--- config.mk ---
export PLATFORM = sky130hd
export DESIGN_NAME = mdio_mgmt_ctrl
export DESIGN_NICKNAME = d
export VERILOG_FILES = /design/src/rtl/mdio_pkg.sv /design/src/rtl/mdc_clkgen.sv /design/src/rtl/mdio_engine.sv /design/src/rtl/mdio_mgmt_ctrl.sv
export SDC_FILE = /design/constraint.sdc
export NUM_CORES = 1
export LEC_CHECK = 0
export BUFFER_PORTS_ARGS = -buffer_cell sky130_fd_sc_hd__buf_2
export CAP_MARGIN = 20
export CORE_MARGIN = 1
export CORE_UTILIZATION = 50
export DETAILED_ROUTE_END_ITERATION = 7
export PLACE_DENSITY = 0.76
export SLEW_MARGIN = 5
export SYNTH_ARGS = -nofsm -noshare
export SYNTH_HDL_FRONTEND = slang
export SYNTH_SLANG_ARGS = --single-unit
--- constraint.sdc ---
create_clock -name clk -period 3.1 [get_ports clk]
set_input_delay 0.155 -clock clk [delete_from_list [all_inputs] [get_ports clk]]
set_output_delay 0.155 -clock clk [all_outputs]
set_load 0.01 [all_outputs]
--- src/rtl/mdio_pkg.sv ---
package mdio_pkg;
    typedef enum logic [1:0] {
        ST_IDLE  = 2'd0,
        ST_PRE   = 2'd1,
        ST_FRAME = 2'd2
    } mdio_st_e;

    localparam int          FRAME_W      = 32;
    localparam int          DATA_W       = 16;
    localparam int          OP_HI        = 29;
    localparam int          OP_LO        = 28;
    localparam logic [1:0]  OP_READ      = 2'b10;
    localparam int          TA_HI        = 17;
    localparam int          EVT_DONE_BIT = 23;
endpackage

--- src/rtl/mdc_clkgen.sv ---
module mdc_clkgen #(
    parameter int SPD_W = 6
) (
    input  logic             clk,
    input  logic             rst_n,
    input  logic             run,
    input  logic [SPD_W-1:0] div,
    output logic             mdc,
    output logic             rise_tk,
    output logic             fall_tk
);
    logic [SPD_W-1:0] cnt;
    logic             wrap;

    assign wrap    = run && (cnt == div - 1'b1);
    assign rise_tk = wrap && !mdc;
    assign fall_tk = wrap && mdc;

    always_ff @(posedge clk or negedge rst_n) begin
        if (!rst_n) begin
            cnt <= '0;
            mdc <= 1'b0;
        end else if (!run) begin
            cnt <= '0;
            mdc <= 1'b0;
        end else if (wrap) begin
            cnt <= '0;
            mdc <= ~mdc;
        end else begin
            cnt <= cnt + 1'b1;
        end
    end
endmodule

--- src/rtl/mdio_engine.sv ---
module mdio_engine
    import mdio_pkg::*;
#(
    parameter int SPD_W   = 6,
    parameter int PRE_LEN = 32
) (
    input  logic                 clk,
    input  logic                 rst_n,
    input  logic                 start,
    input  logic [FRAME_W-1:0]   frame_in,
    input  logic [SPD_W-1:0]     speed,
    input  logic                 mdio_i,
    output logic                 mdc,
    output logic                 mdio_o,
    output logic                 mdio_oe,
    output logic                 busy,
    output logic                 done,
    output logic [DATA_W-1:0]    rd_data
);
    localparam int PRE_CW      = (PRE_LEN > 1) ? $clog2(PRE_LEN) : 1;
    localparam int FR_CW       = $clog2(FRAME_W);
    localparam int CW          = (PRE_CW > FR_CW) ? PRE_CW : FR_CW;
    localparam int RELEASE_IDX = FRAME_W - 1 - TA_HI;
    localparam int SAMPLE_IDX  = FRAME_W - DATA_W;

    mdio_st_e              state, nxt;
    logic [FRAME_W-1:0]    sh;
    logic [CW-1:0]         bitn;
    logic [DATA_W-1:0]     rd_sh;
    logic [SPD_W-1:0]      spd_q;
    logic                  rd_q;
    logic                  run, rise_tk, fall_tk;
    logic                  pre_end, frame_end;

    assign pre_end   = (bitn == CW'(PRE_LEN - 1));
    assign frame_end = (bitn == CW'(FRAME_W - 1));

    mdc_clkgen #(.SPD_W(SPD_W)) u_clkgen (
        .clk     (clk),
        .rst_n   (rst_n),
        .run     (run),
        .div     (spd_q),
        .mdc     (mdc),
        .rise_tk (rise_tk),
        .fall_tk (fall_tk)
    );

    // state register
    always_ff @(posedge clk or negedge rst_n) begin
        if (!rst_n) state <= ST_IDLE;
        else        state <= nxt;
    end

    // transitions
    always_comb begin
        nxt = state;
        unique case (state)
            ST_IDLE:  if (start)                nxt = ST_PRE;
            ST_PRE:   if (fall_tk && pre_end)   nxt = ST_FRAME;
            ST_FRAME: if (fall_tk && frame_end) nxt = ST_IDLE;
            default:                            nxt = ST_IDLE;
        endcase
    end

    // outputs
    always_comb begin
        run     = 1'b0;
        mdio_o  = 1'b0;
        mdio_oe = 1'b0;
        done    = 1'b0;
        unique case (state)
            ST_IDLE: ;
            ST_PRE: begin
                run     = 1'b1;
                mdio_o  = 1'b1;
                mdio_oe = 1'b1;
            end
            ST_FRAME: begin
                run     = 1'b1;
                mdio_o  = sh[FRAME_W-1];
                mdio_oe = !rd_q || (bitn < CW'(RELEASE_IDX));
                done    = fall_tk && frame_end;
            end
            default: ;
        endcase
    end

    assign busy    = run;
    assign rd_data = rd_sh;

    // datapath
    always_ff @(posedge clk or negedge rst_n) begin
        if (!rst_n) begin
            sh    <= '0;
            bitn  <= '0;
            rd_sh <= '0;
            spd_q <= '0;
            rd_q  <= 1'b0;
        end else begin
            unique case (state)
                ST_IDLE: begin
                    if (start) begin
                        sh    <= frame_in;
                        bitn  <= '0;
                        spd_q <= speed;
                        rd_q  <= (frame_in[OP_HI:OP_LO] == OP_READ);
                    end
                end
                ST_PRE: begin
                    if (fall_tk) bitn <= pre_end ? '0 : bitn + 1'b1;
                end
                ST_FRAME: begin
                    if (rise_tk && rd_q && (bitn >= CW'(SAMPLE_IDX)))
                        rd_sh <= {rd_sh[DATA_W-2:0], mdio_i};
                    if (fall_tk) begin
                        sh   <= {sh[FRAME_W-2:0], 1'b0};
                        bitn <= bitn + 1'b1;
                    end
                end
                default: ;
            endcase
        end
    end


    rd_release_chk: assert property (@(posedge clk) disable iff (!rst_n)
        (state == ST_FRAME && rd_q && bitn >= CW'(SAMPLE_IDX)) |-> !mdio_oe);
endmodule

--- src/rtl/mdio_mgmt_ctrl.sv ---
module mdio_mgmt_ctrl
    import mdio_pkg::*;
#(
    parameter int SPD_W   = 6,
    parameter int PRE_LEN = 32
) (
    input  logic             clk,
    input  logic             rst_n,
    input  logic             cmd_we,
    input  logic [31:0]      cmd_wdata,
    input  logic             spd_we,
    input  logic [SPD_W-1:0] spd_wdata,
    input  logic             evt_we,
    input  logic [31:0]      evt_wdata,
    output logic [31:0]      data_q,
    output logic [31:0]      evt_q,
    output logic             busy,
    output logic             mdc,
    input  logic             mdio_i,
    output logic             mdio_o,
    output logic             mdio_oe
);
    logic [SPD_W-1:0]  spd_r;
    logic              evt_bit;
    logic              start, done;
    logic [DATA_W-1:0] rd_data;
    logic              evt_wdata_unused;

    assign evt_wdata_unused = ^{evt_wdata[31:EVT_DONE_BIT+1], evt_wdata[EVT_DONE_BIT-1:0]};
    assign start = cmd_we && !busy && (spd_r != '0);

    mdio_engine #(.SPD_W(SPD_W), .PRE_LEN(PRE_LEN)) u_engine (
        .clk      (clk),
        .rst_n    (rst_n),
        .start    (start),
        .frame_in (cmd_wdata),
        .speed    (spd_r),
        .mdio_i   (mdio_i),
        .mdc      (mdc),
        .mdio_o   (mdio_o),
        .mdio_oe  (mdio_oe),
        .busy     (busy),
        .done     (done),
        .rd_data  (rd_data)
    );

    always_ff @(posedge clk or negedge rst_n) begin
        if (!rst_n) begin
            spd_r   <= '0;
            data_q  <= '0;
            evt_bit <= 1'b0;
        end else begin
            if (spd_we) spd_r <= spd_wdata;
            if (start)
                data_q <= cmd_wdata;
            else if (done && data_q[OP_HI:OP_LO] == OP_READ)
                data_q[DATA_W-1:0] <= rd_data;
            if (done)
                evt_bit <= 1'b1;
            else if (evt_we && evt_wdata[EVT_DONE_BIT])
                evt_bit <= 1'b0;
        end
    end

    always_comb begin
        evt_q               = '0;
        evt_q[EVT_DONE_BIT] = evt_bit;
    end


    mdc_quiet_chk: assert property (@(posedge clk) disable iff (!rst_n)
        !busy |-> !mdc);

    frame_stable_chk: assert property (@(posedge clk) disable iff (!rst_n)
        (busy && $rose(mdc)) |-> $stable(mdio_o));

    evt_set_chk: assert property (@(posedge clk) disable iff (!rst_n)
        $fell(busy) |-> evt_q[EVT_DONE_BIT]);

    evt_clr_chk: assert property (@(posedge clk) disable iff (!rst_n)
        (evt_we && evt_wdata[EVT_DONE_BIT] && !done) |=> !evt_q[EVT_DONE_BIT]);

    busy_ignore_chk: assert property (@(posedge clk) disable iff (!rst_n)
        (cmd_we && busy && !done) |=> $stable(data_q));

    zero_speed_chk: assert property (@(posedge clk) disable iff (!rst_n)
        (cmd_we && spd_r == '0 && !busy) |=> !busy);
endmodule

==> qor.yml, run 1 <==
top_usage_layer: "met2"
vias: 4438
crit_family: "simple AND/OR/NAND/NOR gates"
worstHoldPathType: "in2reg"
drt.antenna.violating_nets: 0
tightest_slew_ns: 0.9465
rows: 37
slew_headroom: 0.3690
cts_sinks: 108
finalWorstSetupSlack_ns: 0.2034
synth_cells: 563
grt_max_degree: 75
crit_top_cell: "or3_1"
cp_cell_sequence: "or4_1 -> or3_1 -> a211oi_2 -> nand2_2 -> or3_1 -> buf_4 -> mux2_1"
met3_usage: 0.03283
cts_buffer_depth: 2
finalCriticalPeriod_ns: 2.897
syn_area_per_cell_um2: 9.783
yosysWarnings: 0
grt_pass1_wl_mm: 19.80
final_area_um2: 6320
antenna_cells: 0
p_leak_nw: 3.044
drc_errors: 0
critPathBufInv: 1
area_growth_pct: 14.74
cts_resized: 0
fp.dieW_um: 107.0
hold_viol: 0
ys_seq_area_frac: 0.4907
most-common-layout-cells: "dfrtp_1, buf_2, a21oi_1"
syn_area_um2: 5508
root_buffer: "clkbuf_8"
cp_slowest_stage_delay_ns: 0.53
synth_top_flop_cell: "dfrtp_1"
htree_levels: 3
port-buffer-count: 81
clkTransAtPathRegs_ns: 0.10
crit_type: "reg2reg"
setup_tns_ns: 0
die_height_um: 107.0
viasPerCell: 5.632
grt_overflow: 0
grt_use_met2: 0.3691
nets: 731
vdd_drop_max_uv: 289.2
required_ns: 3.36
cp_data_arrival_time_ns: 3.16
drv_slew: 0
power_density_nw_per_um2: 410.4
cp-end-kind: "flop"
clock.fmax_ghz: 0.3452
layout_commonest_cell: "dfrtp_1"
period_share: 0.9344
dp_hpwl_mm: 8.180
core_um2: 10510
clk_latency_ns: 0.37
die_area_um2: 11440
synth-async-reset-ratio: 1.000
grt_usage: 0.2177
slowest_stage: "or4_1"
finalNonFillerCells: 788
numCtsBuffers: 9
drive_above_1_share: 0.2285
outcome: "completed"
cp_max_fo: 16
synth-edff-count: 0
num_io_pins: 144
first_global_vias: 4229
cts_tree: "yes"
worst_setup_path_start_kind: "flop"
gp_congestion: 0.8565
synth_seq_cells: 108
place_area_um2: 5938
drt_iter0_markers: 296
rsz0062_at_grt: "no"
setup_viol: 0
place_inst: 757
drt-wirelength-per-cell_um: 15.13
post-cts-setup-buffers: 0
first_pass_iters: 4
synth_cell_types: 48
antenna_found_initial: 0
pre_cts_ws_ns: 0.2319
final_util: 0.6014
wl_mm: 11.93
skew_ns: 0.006655
gr-usage-met1: 0.2853
drv_cap: 0
start_util: 0.5241
## power breakdown
group	switching (mW)	total (mW)	internal [mW]
combinational	0.0940	0.163	0.0693
sequential	0.0190	1.46	1.44
clock	0.490	0.974	0.484
total	0.603	2.59	1.99
## registers in the layout (all words and copies together) (netlist names), 2 cells and up
name                   count
data_q                    32
u_engine.sh               32
u_engine.rd_data          16
spd_r                      6
u_engine.spd_q             6
u_engine.u_clkgen.cnt      6
u_engine.bitn              5
u_engine.state             2
## worst reg2reg max path, cell delays in order, from the launching register on
cell      delay (ns)
dfrtp_1         0.45
or4_1           0.53
or3_1           0.36
a211oi_2        0.36
nand2_2         0.15
or3_1           0.39
buf_4           0.23
mux2_1          0.33
## stage by stage
stage | hold slack, ns | power, mW
finish | 0.01229 | 2.594
CTS | 0.0004272 | 2.626
global route | 0.01987 | 2.687
global placement | 0.3555 | 1.629
detailed placement | 0.3610 | 1.635
floorplan | -0.1406 | 1.570
## Yosys cell counts, drive strengths merged, types with 2 or more instances
| master | instances | share of area |
|---|---|---|
| nand4 | 3 | 0.0034 |
| ha | 8 | 0.018 |
| dfrtp | 108 | 0.49 |
| xor2 | 4 | 0.0064 |
| mux2 | 29 | 0.066 |
| a31oi | 3 | 0.0034 |
| a22o | 3 | 0.0048 |
| and3 | 3 | 0.0034 |
| xnor2 | 7 | 0.011 |
| nor2b | 6 | 0.0068 |
| buf | 36 | 0.049 |
| clkbuf | 32 | 0.022 |
| or3 | 4 | 0.0045 |
| nand2 | 60 | 0.041 |
| mux2i | 16 | 0.029 |
| nand3 | 6 | 0.0055 |
| o21ai | 10 | 0.0091 |
| a21oi | 67 | 0.061 |
| nand2b | 2 | 0.0023 |
| nor2 | 49 | 0.033 |
| a31o | 2 | 0.0032 |
| nor3 | 2 | 0.0018 |
| inv | 10 | 0.0068 |
| and2 | 2 | 0.0023 |
| o22ai | 62 | 0.070 |
| o22a | 14 | 0.022 |
## cell families (layout without fill, tap and decap cells)
| family | count (synthesis) | count (layout) | share of synthesized area |
|---|---|---|---|
| AOI/OAI and AO/OA | 170 | 170 | 0.1892 |
| xor gates and xnor gates | 11 | 11 | 0.01749 |
| adders and majority gates | 8 | 8 | 0.01817 |
| buffers and inverters | 78 | 137 | 0.07724 |
| DFF | 108 | 108 | 0.4907 |
| muxes | 45 | 45 | 0.09518 |
| other | 1 | 31 | 0.0006809 |
| and+or+nand+nor | 142 | 142 | 0.1113 |
## what timing repair did
action / in CTS / in global routing
hold endpoints to repair: 86 / 0
setup endpoints to repair: 0 / 0
hold buffers: 15 / 0
## final timing paths
path | cells past startpoint | endpoint | slack (ns) | startpoint
hold reg to reg | 2 | data_q[20] | 0.49 | data_q[20]
max in group asynchronous | 3 | u_engine.rd_data[9] | 1.83 | rst_n
setup / recovery | 7 | u_engine.rd_data[0] | 0.20 | u_engine.spd_q[2]
hold / removal | 2 | spd_r[5] | 0.01 | spd_wdata[5]
setup reg to reg | 7 | u_engine.rd_data[0] | 0.20 | u_engine.spd_q[2]
min in group asynchronous | 2 | data_q[4] | 0.46 | rst_n
## per-layer routing
metal	vias to the layer above	wire length, um
met5	-	0
met4	0	199
met3	17	525
met2	143	5867
met1	2155	5334
li1	2123	-
## layout make-up
type                       count  area (um^2)
fill                         870         4189
sequential                   108         2703
multi-input combinational    407         2507
timing repair buffer         111        670.6
tap                          136        170.2
clock buffer                  10        137.6
clock inverter                 6        93.84
inverter                      10        37.54
Note: power is estimated with default switching activity, not from simulation.
==> run 2: changes to the inputs <==
RECOVER_POWER = 25   (was default)
==> qor.yml, run 2 (synthesis gave the netlist of run 1 again) <==
setup_viol: 0
drv_slew: 75
core_um2: 10510
finalCriticalPeriod_ns: 2.899
num_io_pins: 144
holdPathStages: 2
drt.antenna.violating_nets: 0
wl_mm: 11.94
seqCellArea_um2: 2703
clock.fmax_ghz: 0.3449
period_share: 0.9352
antenna_cells: 0
violations: "capacitance limit, slew limit"
hold_viol: 0
clk_latency_ns: 0.37
first_pass_iters: 4
cp-end-kind: "flop"
num-fill-cells: 892
final_util: 0.5971
vdd_drop_max_uv: 289.3
vias: 4461
die_area_um2: 11440
cts_buffer_depth: 2
fp.dieW_um: 107.0
grt_overflow: 0
cts_hold_buf: 15
area_growth_pct: 13.93
slew_headroom: -0.2242
root_buffer: "clkbuf_8"
slowest_stage: "or4_1"
first_global_vias: 4229
start_util: 0.5241
r2r_cells: 7
tightest_slew_ns: 1.836
setup_tns_ns: 0
grt_max_degree: 75
grt_usage: 0.2177
most-common-layout-cells: "dfrtp_1, a21oi_1, o22ai_1"
rsz0062_at_grt: "no"
drt_iter0_markers: 293
p_leak_nw: 2.946
cts_sinks: 108
gp_congestion: 0.8565
post-cts-setup-buffers: 0
drc_errors: 0
htree_levels: 3
die_height_um: 107.0
worstHoldPathType: "in2reg"
multi_input_area_um2: 2507
critPathCapture: "u_engine.rd_data[0]"
r2r_setup_slack_ns: 0.20
reg2reg_from: "u_engine.spd_q[2]"
rows: 37
grt_pass1_wl_mm: 19.80
drive_above_1_share: 0.1764
dp_hpwl_mm: 8.180
cp_cell_sequence: "or4_1 -> or3_1 -> a211oi_2 -> nand2_2 -> or3_1 -> buf_4 -> mux2_1"
numCtsBuffers: 9
worst_setup_path_start_kind: "flop"
drv_cap: 1
nets: 731
antenna_found_initial: 0
drt-wirelength-per-cell_um: 15.15
outcome: "finished with violations"
layout_commonest_cell: "dfrtp_1"
cp_data_arrival_time_ns: 3.16
crit_top_cell: "or3_1"
clkTransAtPathRegs_ns: 0.10
cts_tree: "yes"
required_ns: 3.36
skew_ns: 0.007455
cp-startpoint: "u_engine.spd_q[2]"
crit_type: "reg2reg"
timing.rr.end: "u_engine.rd_data[0]"
cp_slowest_stage_delay_ns: 0.53
viasPerCell: 5.661
cp_max_fo: 16
port-buffer-count: 81
power_density_nw_per_um2: 412.5
cts_resized: 0
-- run 2: metal layers --
| metal | up-vias | global-route usage | routed length (um) |
|---|---|---|---|
| met5 | - | 0 | 0 |
| met4 | 0 | 0.07339 | 204 |
| met3 | 17 | 0.03283 | 538 |
| li1 | 2119 | - | - |
| met2 | 156 | 0.3691 | 5963 |
| met1 | 2169 | 0.2853 | 5234 |
-- run 2: how the worst min path moves through the flow --
stage | start | to | slack, ns
finish | spd_wdata[5] | spd_r[5] | 0.01
global route | spd_wdata[4] | spd_r[4] | 0.02
global placement | rst_n | data_q[4] | 0.36
floorplan | rst_n | data_q[0] | -0.14
CTS | spd_wdata[5] | spd_r[5] | 0.0004
detailed placement | rst_n | data_q[4] | 0.36
-- run 2: area by class of cell --
cell class,instances,area share
Timing Repair Buffer,111,0.09970
Multi-Input combinational cell,407,0.3996
Sequential cell,108,0.4307
Clock inverter,6,0.01496
Inverter,10,0.005982
Tap cell,136,0.02712
Clock buffer,10,0.02193
-- run 2: report_power, final --
| part | switching, mW | total [mW] | internal [mW] |
|---|---|---|---|
| Combinational | 0.0941 | 0.157 | 0.0631 |
| Sequential | 0.0194 | 1.46 | 1.44 |
| Clock | 0.490 | 0.974 | 0.484 |
| Total | 0.603 | 2.59 | 1.99 |
-- run 2: metrics by stage --
step	hold WS [ns]	power [mW]	instances	instance area (um^2)	worst slack, ns
after floorplan	-0.1406	1.570	593	5620	0.3253
after detailed placement	0.3610	1.635	757	5938	0.2319
final	0.01287	2.589	788	6275	0.2010
after global routing	0.01987	2.682	788	6275	0.1175
after CTS	0.0004272	2.626	788	6320	0.2211
after global placement	0.3555	1.629	757	5938	0.2667
-- run 2: critical path, delay by kind of cell (launching register included) --
kind / cells / cell delay, ns
buffers and inverters: 1 / 0.23
AND/OR/NAND/NOR: 4 / 1.43
AO/OA/AOI/OAI: 1 / 0.36
flip-flops: 1 / 0.46
multiplexers: 1 / 0.33
